## src/rtl/fact_pkg.sv

```systemverilog
package fact_pkg;
  localparam int WORD_W = 32;
  typedef logic [WORD_W-1:0] word_t;

  localparam logic [7:0] OFF_ID    = 8'h00;
  localparam logic [7:0] OFF_LIVE  = 8'h04;
  localparam logic [7:0] OFF_ARG   = 8'h08;
  localparam logic [7:0] OFF_STAT  = 8'h20;
  localparam logic [7:0] WIDE_BASE = 8'h80;

  localparam word_t ID_WORD    = 32'h0100_00ED;
  localparam word_t ALL_ONES   = '1;
  localparam word_t CAUSE_DONE = 32'h0000_0001;

  localparam int STAT_BUSY_BIT = 0;
  localparam int STAT_IEN_BIT  = 7;

  typedef enum logic [2:0] {
    SEL_NONE,
    SEL_ID,
    SEL_LIVE,
    SEL_ARG,
    SEL_STAT
  } regsel_e;

  // one engine step: accumulator times current factor, kept to word width
  function automatic word_t fact_step(word_t acc, word_t factor);
    return acc * factor;
  endfunction

  // status word assembled from its two live bits
  function automatic word_t stat_word(logic busy, logic ien);
    word_t w;
    w = '0;
    w[STAT_BUSY_BIT] = busy;
    w[STAT_IEN_BIT]  = ien;
    return w;
  endfunction
endpackage

```

## src/rtl/fact_addr_decode.sv

```systemverilog
module fact_addr_decode
  import fact_pkg::*;
#(
  parameter int ADDR_W   = 8,
  parameter int SIZE_W   = 3,
  parameter int WORD_BYT = 4
) (
  input  logic [ADDR_W-1:0] addr,
  input  logic [SIZE_W-1:0] size,
  output regsel_e           sel
);
  localparam logic [SIZE_W-1:0] FULL = SIZE_W'(WORD_BYT);

  logic narrow_lo;
  assign narrow_lo = (addr < ADDR_W'(WIDE_BASE)) && (size != FULL);

  always_comb begin
    sel = SEL_NONE;
    if (!narrow_lo) begin
      unique case (addr)
        ADDR_W'(OFF_ID):   sel = SEL_ID;
        ADDR_W'(OFF_LIVE): sel = SEL_LIVE;
        ADDR_W'(OFF_ARG):  sel = SEL_ARG;
        ADDR_W'(OFF_STAT): sel = SEL_STAT;
        default:           sel = SEL_NONE;
      endcase
    end
  end
endmodule

```

## src/rtl/fact_engine.sv

```systemverilog
module fact_engine
  import fact_pkg::*;
(
  input  logic  clk,
  input  logic  rst_n,
  input  logic  start,
  input  word_t operand,
  output logic  busy,
  output logic  done,
  output word_t result
);
  word_t acc_q;
  word_t cnt_q;
  logic  busy_q;

  assign busy   = busy_q;
  assign done   = busy_q && (cnt_q == '0);
  assign result = acc_q;

  always_ff @(posedge clk or negedge rst_n) begin
    if (!rst_n) begin
      acc_q  <= '0;
      cnt_q  <= '0;
      busy_q <= 1'b0;
    end else if (start) begin
      acc_q  <= word_t'(1);
      cnt_q  <= operand;
      busy_q <= 1'b1;
    end else if (busy_q) begin
      if (cnt_q == '0) begin
        busy_q <= 1'b0;
      end else begin
        acc_q <= fact_step(acc_q, cnt_q);
        cnt_q <= cnt_q - word_t'(1);
      end
    end
  end
endmodule

```

## src/rtl/fact_regfile.sv

```systemverilog
module fact_regfile
  import fact_pkg::*;
(
  input  logic    clk,
  input  logic    rst_n,
  input  logic    wr,
  input  logic    rd,
  input  regsel_e sel,
  input  word_t   wdata,
  input  logic    busy,
  input  logic    done,
  input  word_t   result,
  output word_t   rdata,
  output logic    start,
  output word_t   op_q,
  output logic    ien_q,
  output logic    evt_q,
  output word_t   cause_q
);
  word_t live_q;

  assign start = wr && (sel == SEL_ARG) && !busy;

  always_ff @(posedge clk or negedge rst_n) begin
    if (!rst_n) begin
      live_q  <= '0;
      op_q    <= '0;
      ien_q   <= 1'b0;
      evt_q   <= 1'b0;
      cause_q <= '0;
    end else begin
      if (wr && sel == SEL_LIVE) live_q <= ~wdata;
      if (wr && sel == SEL_STAT) ien_q  <= wdata[STAT_IEN_BIT];
      if (start)     op_q <= wdata;
      else if (done) op_q <= result;
      evt_q   <= done && ien_q;
      cause_q <= (done && ien_q) ? CAUSE_DONE : '0;
    end
  end

  word_t mux;
  always_comb begin
    unique case (sel)
      SEL_ID:   mux = ID_WORD;
      SEL_LIVE: mux = live_q;
      SEL_ARG:  mux = op_q;
      SEL_STAT: mux = stat_word(busy, ien_q);
      default:  mux = ALL_ONES;
    endcase
  end

  assign rdata = rd ? mux : '0;
endmodule

```

## src/rtl/fact_regunit.sv

```systemverilog
module fact_regunit
  import fact_pkg::*;
#(
  parameter int ADDR_W   = 8,
  parameter int SIZE_W   = 3,
  parameter int WORD_BYT = 4
) (
  input  logic              clk,
  input  logic              rst_n,
  input  logic [ADDR_W-1:0] bus_addr,
  input  logic [SIZE_W-1:0] bus_size,
  input  logic              bus_wr,
  input  logic              bus_rd,
  input  logic [31:0]       bus_wdata,
  output logic [31:0]       bus_rdata,
  output logic              evt_valid,
  output logic [31:0]       evt_cause
);
  regsel_e sel_w;
  logic    start_w;
  logic    busy_w;
  logic    done_w;
  word_t   result_w;
  word_t   op_q;
  logic    ien_q;

  fact_addr_decode #(
    .ADDR_W(ADDR_W), .SIZE_W(SIZE_W), .WORD_BYT(WORD_BYT)
  ) u_dec (
    .addr(bus_addr), .size(bus_size), .sel(sel_w)
  );

  fact_engine u_eng (
    .clk(clk), .rst_n(rst_n), .start(start_w), .operand(bus_wdata),
    .busy(busy_w), .done(done_w), .result(result_w)
  );

  fact_regfile u_regs (
    .clk(clk), .rst_n(rst_n), .wr(bus_wr), .rd(bus_rd), .sel(sel_w),
    .wdata(bus_wdata), .busy(busy_w), .done(done_w), .result(result_w),
    .rdata(bus_rdata), .start(start_w), .op_q(op_q), .ien_q(ien_q),
    .evt_q(evt_valid), .cause_q(evt_cause)
  );
endmodule

```

## config.mk

```make
export PLATFORM = sky130hd
export DESIGN_NAME = fact_regunit
export DESIGN_NICKNAME = d
export VERILOG_FILES = /design/src/rtl/fact_pkg.sv /design/src/rtl/fact_addr_decode.sv /design/src/rtl/fact_engine.sv /design/src/rtl/fact_regfile.sv /design/src/rtl/fact_regunit.sv
export SDC_FILE = /design/constraint.sdc
export NUM_CORES = 1
export LEC_CHECK = 0
export BUFFER_PORTS_ARGS = -buffer_cell sky130_fd_sc_hd__buf_2
export CORE_MARGIN = 1
export CORE_UTILIZATION = 35
export DETAILED_ROUTE_END_ITERATION = 6
export HOLD_SLACK_MARGIN = 0.06
export SLEW_MARGIN = 20
export SYNTH_ARGS = -nofsm -noshare
export SYNTH_HDL_FRONTEND = slang
export SYNTH_SLANG_ARGS = --single-unit
```

## constraint.sdc

```tcl
create_clock -name clk -period 7 [get_ports clk]
set_clock_uncertainty 0.15 [all_clocks]
set_input_delay 0.35 -clock clk [delete_from_list [all_inputs] [get_ports clk]]
set_output_delay 0.35 -clock clk [all_outputs]
set_load 0.05 [all_outputs]
```

==> results of run 1 <==
[synthesized netlist by cell type, types with 6 or more instances]
cell type	n	area, um2
fa_1	408	8170
nand3_1	61	305
nand2_1	390	1460
a31oi_1	8	50.1
xor2_1	22	193
a22oi_1	14	105
a221oi_1	26	228
and2_1	313	1960
o211ai_1	14	105
o21a_1	6	45.0
a221o_1	7	70.1
a21o_1	15	113
dfrtp_1	131	3280
xnor2_1	63	552
clkbuf_1	138	518
buf_4	32	240
nand2b_1	6	37.5
inv_1	380	1430
nor3_1	7	35.0
or4_1	7	52.6
o21ai_0	80	400
ha_1	124	1550
nor2_1	57	214
a21oi_1	29	145
o311ai_0	10	87.6
buf_2	8	40.0
[what timing repair did]
item,4_1_cts,5_1_grt
cloned,0,1
pin swaps,9,46
endpoints found under the hold margin,113,0
hold buffers,32,0
gates resized for setup,11,60
setup endpoints to repair,11,14
buffers inserted,1,8
[flip-flops by register name, summed over array words and instances, names as in the netlist]
register / count
u_regs.cause_q: 1
u_regs.op_q: 32
u_eng.cnt_q: 32
u_eng.busy: 1
u_eng.result: 32
u_regs.live_q: 32
u_regs.ien_q: 1
[per-stage QoR]
step                worst slack [ps]  hold slack [ps]  instances  cell area (um2)  utilization
global placement                -155              190       3395            24500        0.396
global route                    -317             68.8       3469            25700        0.416
floorplan                      -5.72            -95.6       2454            22100            -
detailed placement              -225              200       3395            24500        0.396
finish                          -103             72.1       3471            25800        0.417
CTS                             -124             60.9       3460            25400        0.411
[final timing paths]
check	end	slack (ps)
max reg2reg	u_eng.result[30]$_DFFE_PN0P_	-100
min in group asynchronous	u_regs.op_q[5]$_DFFE_PN0P_	300
min reg2reg	u_regs.op_q[30]$_DFFE_PN0P_	320
max	u_eng.result[30]$_DFFE_PN0P_	-100
max in group asynchronous	u_eng.cnt_q[11]$_DFFE_PN0P_	5250
min	u_regs.live_q[12]$_DFFE_PN0P_	70
[area by class of cell]
cell class | instances | area [um2]
Sequential cell | 131 | 3290
Multi-Input combinational cell | 1761 | 16900
Clock inverter | 14 | 130
Tap cell | 837 | 1050
Inverter | 381 | 1430
Antenna cell | 2 | 5.00
Fill cell | 6008 | 36100
Timing Repair Buffer | 327 | 2550
Clock buffer | 18 | 429
[cells by family after synthesis]
family,synth area share
adders and majority gates,0.443
muxes,0.000969
other,0.000171
xor gates and xnor gates,0.0339
AOI/OAI and AO/OA,0.0730
and+or+nand+nor,0.197
buffers and inverters,0.103
DFF,0.149
[per-layer routing]
metal  vias to the layer above  wire length [um]  global-route usage
met1                      8873             29100               0.298
li1                       7773                 -                   -
met2                       567             30700               0.346
met4                         2               927              0.0442
met5                         -                13                   0
met3                        72              3930              0.0262
==> results.json, run 1 <==
{
  "ys.flop_type": "dfrtp_1",
  "timing.rr.start": "u_eng.cnt_q[2]$_DFFE_PN0P_",
  "floorplan.die.height_um": 252,
  "critical_path.slowest_cell": "fa_2",
  "fraction_of_the_yosys_area_taken_by_sequential_cells": 0.149,
  "max-cap-violations": 0,
  "tightest_slew_ps": 995,
  "cts_buffers": 17,
  "total_congestion_overflow_after_global_routing": 0,
  "wl_cell_um": 18.6,
  "h-tree-depth": 4,
  "detail_route.wirelength_mm": 64.6,
  "fp.dieW_um": 252,
  "finalHoldViolCount": 0,
  "clkLatencyLatePin_ps": 450,
  "die-area_um2": 63700,
  "nNetsFinal": 3198,
  "critPathMaxFanout": 6,
  "timing.slew.headroom": 0.334,
  "cts.root.buffer_cell": "clkbuf_16",
  "synth-seq-cells": 131,
  "initial_antenna_violation_count": 2,
  "fmaxAchievable_mhz": 141,
  "grt_first_pass_wirelength_mm": 105,
  "cp_data_arrival_time_ps": 7300,
  "initial_core_util": 0.355,
  "routed_via_density": 4.98,
  "cpLargestDelayFamily": "adder cells",
  "most_frequent_standard_cell_in_the_layout_excluding_fill_and_tap_cells": "fa_1",
  "route.detailed.drc": 0,
  "number_of_nets_still_failing_antenna_checks_after_routing": 0,
  "worst_r2r_path_depth": 24,
  "clk_pin_slew_worst_paths_ps": 80,
  "drt_pre_antenna_iters": 5,
  "gr-usage-all-layers": 0.211,
  "half_perimeter_wire_length_of_the_detailed_placement_result_mm": 52.9,
  "setup_ws_post_layout_ps": -103,
  "cts_tree": "done",
  "drt_first_iter_violations": 1286,
  "slew_viol_final": 0,
  "cts-root-to-sink-buffers": 2,
  "num_vias": 17287,
  "cp_num_buf_inv": 5,
  "synthesized_area_per_cell_um2": 9.05,
  "post_synth_inst_count": 2424,
  "grt_max_degree": 80,
  "cp_class": "register to register",
  "rsz_0062_raised_after_global_routing": "yes",
  "final_min_period_over_clock_period": 1.01,
  "synth-async-reset-ratio": 1.00,
  "grt_pass1_vias": 18630,
  "worst-path-stages": 24,
  "commonest_cells_after_routing_fill_and_taps_aside": "401 x fa_1, 389 x nand2_1, 378 x inv_1",
  "min_path_cells": 2,
  "post_synth_num_cell_types": 61,
  "hold_class": "input pin to register",
  "finalWeightedCongestion": 0.910,
  "worstHoldStart": "bus_wdata[12]",
  "tritoncts_num_sinks": 131,
  "worst-endpoint-required_ps": 7200,
  "io_pins": 112,
  "drive_above_1_share": 0.155,
  "fp-row-count": 91,
  "syn_to_final_growth_pct": 17.3,
  "timing.final.setup_violations": 3,
  "final.min_clock_period_ps": 7100,
  "number_of_flops_mapped_to_enable_cells_by_yosys": 0,
  "path_cells": "buf_4 > clkbuf_16 > and2_4 > fa_2 > inv_1 > fa_2 > fa_1 > fa_1 > inv_1 > ha_1 > ha_2 > fa_2 > fa_1 > ha_4 > a211o_1 > a2111o_1 > a21oi_2 > buf_4 > o31ai_4 > nand4_1 > a21boi_2 > o211a_1 > or3_1 > a31o_2",
  "max_stage_delay_ps": 560,
  "failed_checks": "negative setup slack",
  "mappedNetlistArea_um2": 21900,
  "io_buffer_count": 80,
  "critPathLaunch": "u_eng.cnt_q[2]$_DFFE_PN0P_",
  "start_kind": "register",
  "yosys_warnings": 0,
  "coreArea_um2": 61800,
  "fin_setup_tns_ps": -199,
  "setup.worst_path.end_class": "register",
  "outcome": "complete, but fails checks"
}
Power of run 1 is not shown: default switching activity piles up to over one toggle a cycle in this logic, so the estimate is an artifact.
==> run 2, diff against run 1 <==
Settings changed: BUFFER_PORTS_ARGS -buffer_cell sky130_fd_sc_hd__buf_2 to -buffer_cell sky130_fd_sc_hd__buf_4.
==> run 2 against run 1 <==
Compared with the run above:
- worst setup slack worse by 69 ps
- critical path type unchanged
- the run still ends with negative setup slack left
- routed wire length up 2.2%
- utilization up 0.94 points
- maximum frequency down 0.96%
- non-clock buffer count up 25
- first-iteration DRC count up 9.3%
- design area up 2.3%
==> results.json, run 2 (synthesis gave the netlist of run 1 again) <==
{
  "io_buffer_count": 80,
  "start_kind": "register",
  "total_congestion_overflow_after_global_routing": 0,
  "initial_antenna_violation_count": 0,
  "final.min_clock_period_ps": 7170,
  "coreArea_um2": 61800,
  "die-area_um2": 63700,
  "timing.slew.headroom": 0.337,
  "placed_cells_incl_taps": 3396,
  "cp_num_buf_inv": 3,
  "critPathMaxFanout": 2,
  "max-cap-violations": 0,
  "syn_to_final_growth_pct": 20.0,
  "half_perimeter_wire_length_of_the_detailed_placement_result_mm": 53.8,
  "final_min_period_over_clock_period": 1.02,
  "design_area_um2": 26300,
  "h-tree-depth": 4,
  "cts_buffers": 17,
  "nNetsFinal": 3223,
  "drt_first_iter_violations": 1405,
  "clkLatencyLatePin_ps": 450,
  "gr-usage-all-layers": 0.215,
  "critical_path.slowest_cell": "fa_1",
  "finalWeightedCongestion": 0.893,
  "tritoncts_num_sinks": 131,
  "detailed_place.area_um2": 24700,
  "cp_class": "register to register",
  "clk_pin_slew_worst_paths_ps": 70,
  "commonest_cells_after_routing_fill_and_taps_aside": "396 x fa_1, 389 x nand2_1, 372 x inv_1",
  "setup.worst_path.end_class": "register",
  "fp.dieW_um": 252,
  "drive_above_1_share": 0.172,
  "cpMostUsedCell": "fa_1",
  "grt_max_degree": 77,
  "placement.setup.worst_slack_ps": -267,
  "most_frequent_standard_cell_in_the_layout_excluding_fill_and_tap_cells": "fa_1",
  "cts_tree": "done",
  "finalHoldViolCount": 0,
  "worst-endpoint-required_ps": 7190,
  "rsz_0062_raised_after_global_routing": "yes",
  "setup_ws_post_layout_ps": -172,
  "drt_pre_antenna_iters": 7,
  "fmaxAchievable_mhz": 139,
  "detail_route.wirelength_mm": 66.1,
  "route.detailed.drc": 0,
  "grt_pass1_vias": 18975,
  "outcome": "complete, but fails checks",
  "cp_data_arrival_time_ps": 7360,
  "stdcell_count": 3496,
  "cts.root.buffer_cell": "clkbuf_16",
  "floorplan.die.height_um": 252,
  "max_stage_delay_ps": 600,
  "final_util": 0.426,
  "routed_via_density": 5.01,
  "number_of_nets_still_failing_antenna_checks_after_routing": 0,
  "num_vias": 17499,
  "fp-row-count": 91,
  "cpLargestDelayFamily": "adder cells",
  "path_cells": "buf_6 > and2_4 > fa_1 > fa_1 > fa_1 > inv_2 > fa_1 > inv_1 > fa_1 > fa_1 > fa_1 > fa_1 > ha_4 > a21o_1 > a21o_1 > a211oi_2 > o21ai_1 > a21oi_2 > a21boi_2 > o211a_1 > or3_1 > a31o_2",
  "wl_cell_um": 18.9,
  "initial_core_util": 0.355,
  "tightest_slew_ps": 991,
  "grt_first_pass_wirelength_mm": 107,
  "hold_class": "input pin to register",
  "failed_checks": "negative setup slack",
  "cts-root-to-sink-buffers": 2,
  "timing.final.setup_violations": 4,
  "slew_viol_final": 0,
  "io_pins": 112
}
run 2: changes by cell type in the layout (fill, tap and decap cells not counted), moves of 6 or more:
cell | previous run | this run
inv_1 | 378 | 372
buf_6 | 3 | 11
inv_2 | 3 | 9
buf_4 | 197 | 289
buf_2 | 79 | 0
run 2: worst min-delay path: cells and delay by family:
family | cells | cell delay [ps]
multiplexers | 1 | 150
AND/OR/NAND/NOR | 1 | 60
buffers and inverters | 1 | 130
run 2: worst paths after layout:
path | start | end | slack [ps] | cells after the start
min in group asynchronous | rst_n | u_regs.live_q[3]$_DFFE_PN0P_ | 290 | 2
hold / removal | bus_wr | u_regs.ien_q$_DFFE_PN0P_ | 140 | 3
setup reg to reg | u_eng.cnt_q[7]$_DFFE_PN0P_ | u_eng.result[30]$_DFFE_PN0P_ | -170 | 22
max in group asynchronous | rst_n | u_eng.cnt_q[20]$_DFFE_PN0P_ | 5330 | 4
setup / recovery | u_eng.cnt_q[7]$_DFFE_PN0P_ | u_eng.result[30]$_DFFE_PN0P_ | -170 | 22
hold reg to reg | u_regs.op_q[26]$_DFFE_PN0P_ | u_regs.op_q[26]$_DFFE_PN0P_ | 320 | 2
run 2: through the flow:
stage / setup TNS (ps) / hold WS (ps)
2_1_floorplan: -5.72 / -95.6
3_3_place_gp: -686 / 211
3_5_place_dp: -1240 / 217
4_1_cts: -171 / 123
5_1_grt: -1880 / 130
6_report: -321 / 143
run 2: cell type report:
type                            instances  area (um2)
Clock inverter                         15         160
Fill cell                            5911       35500
Timing Repair Buffer                  352        3000
Antenna cell                            2        5.00
Sequential cell                       131        3290
Multi-Input combinational cell       1761       17000
Tap cell                              837        1050
Clock buffer                           17         425
Inverter                              381        1430
run 2: layer usage:
| layer | track usage | vias up | part of all wire |
|---|---|---|---|
| met2 | 0.353 | 587 | 0.48 |
| met1 | 0.303 | 9002 | 0.45 |
| met4 | 0.0488 | 0 | 0.018 |
| met5 | 0 | - | 0 |
| met3 | 0.0250 | 81 | 0.058 |
| li1 | - | 7829 | - |
run 2: timing repair:
| action | 4_1_cts | 5_1_grt |
|---|---|---|
| buffers inserted | 20 | 13 |
| gates resized for setup | 53 | 56 |
| endpoints found under the hold margin | 131 | 0 |
| hold buffers | 33 | 0 |
| setup endpoints to repair | 11 | 14 |
| cloned | 0 | 0 |
| pin swaps | 48 | 64 |
Power of run 2 is left out for the same reason.
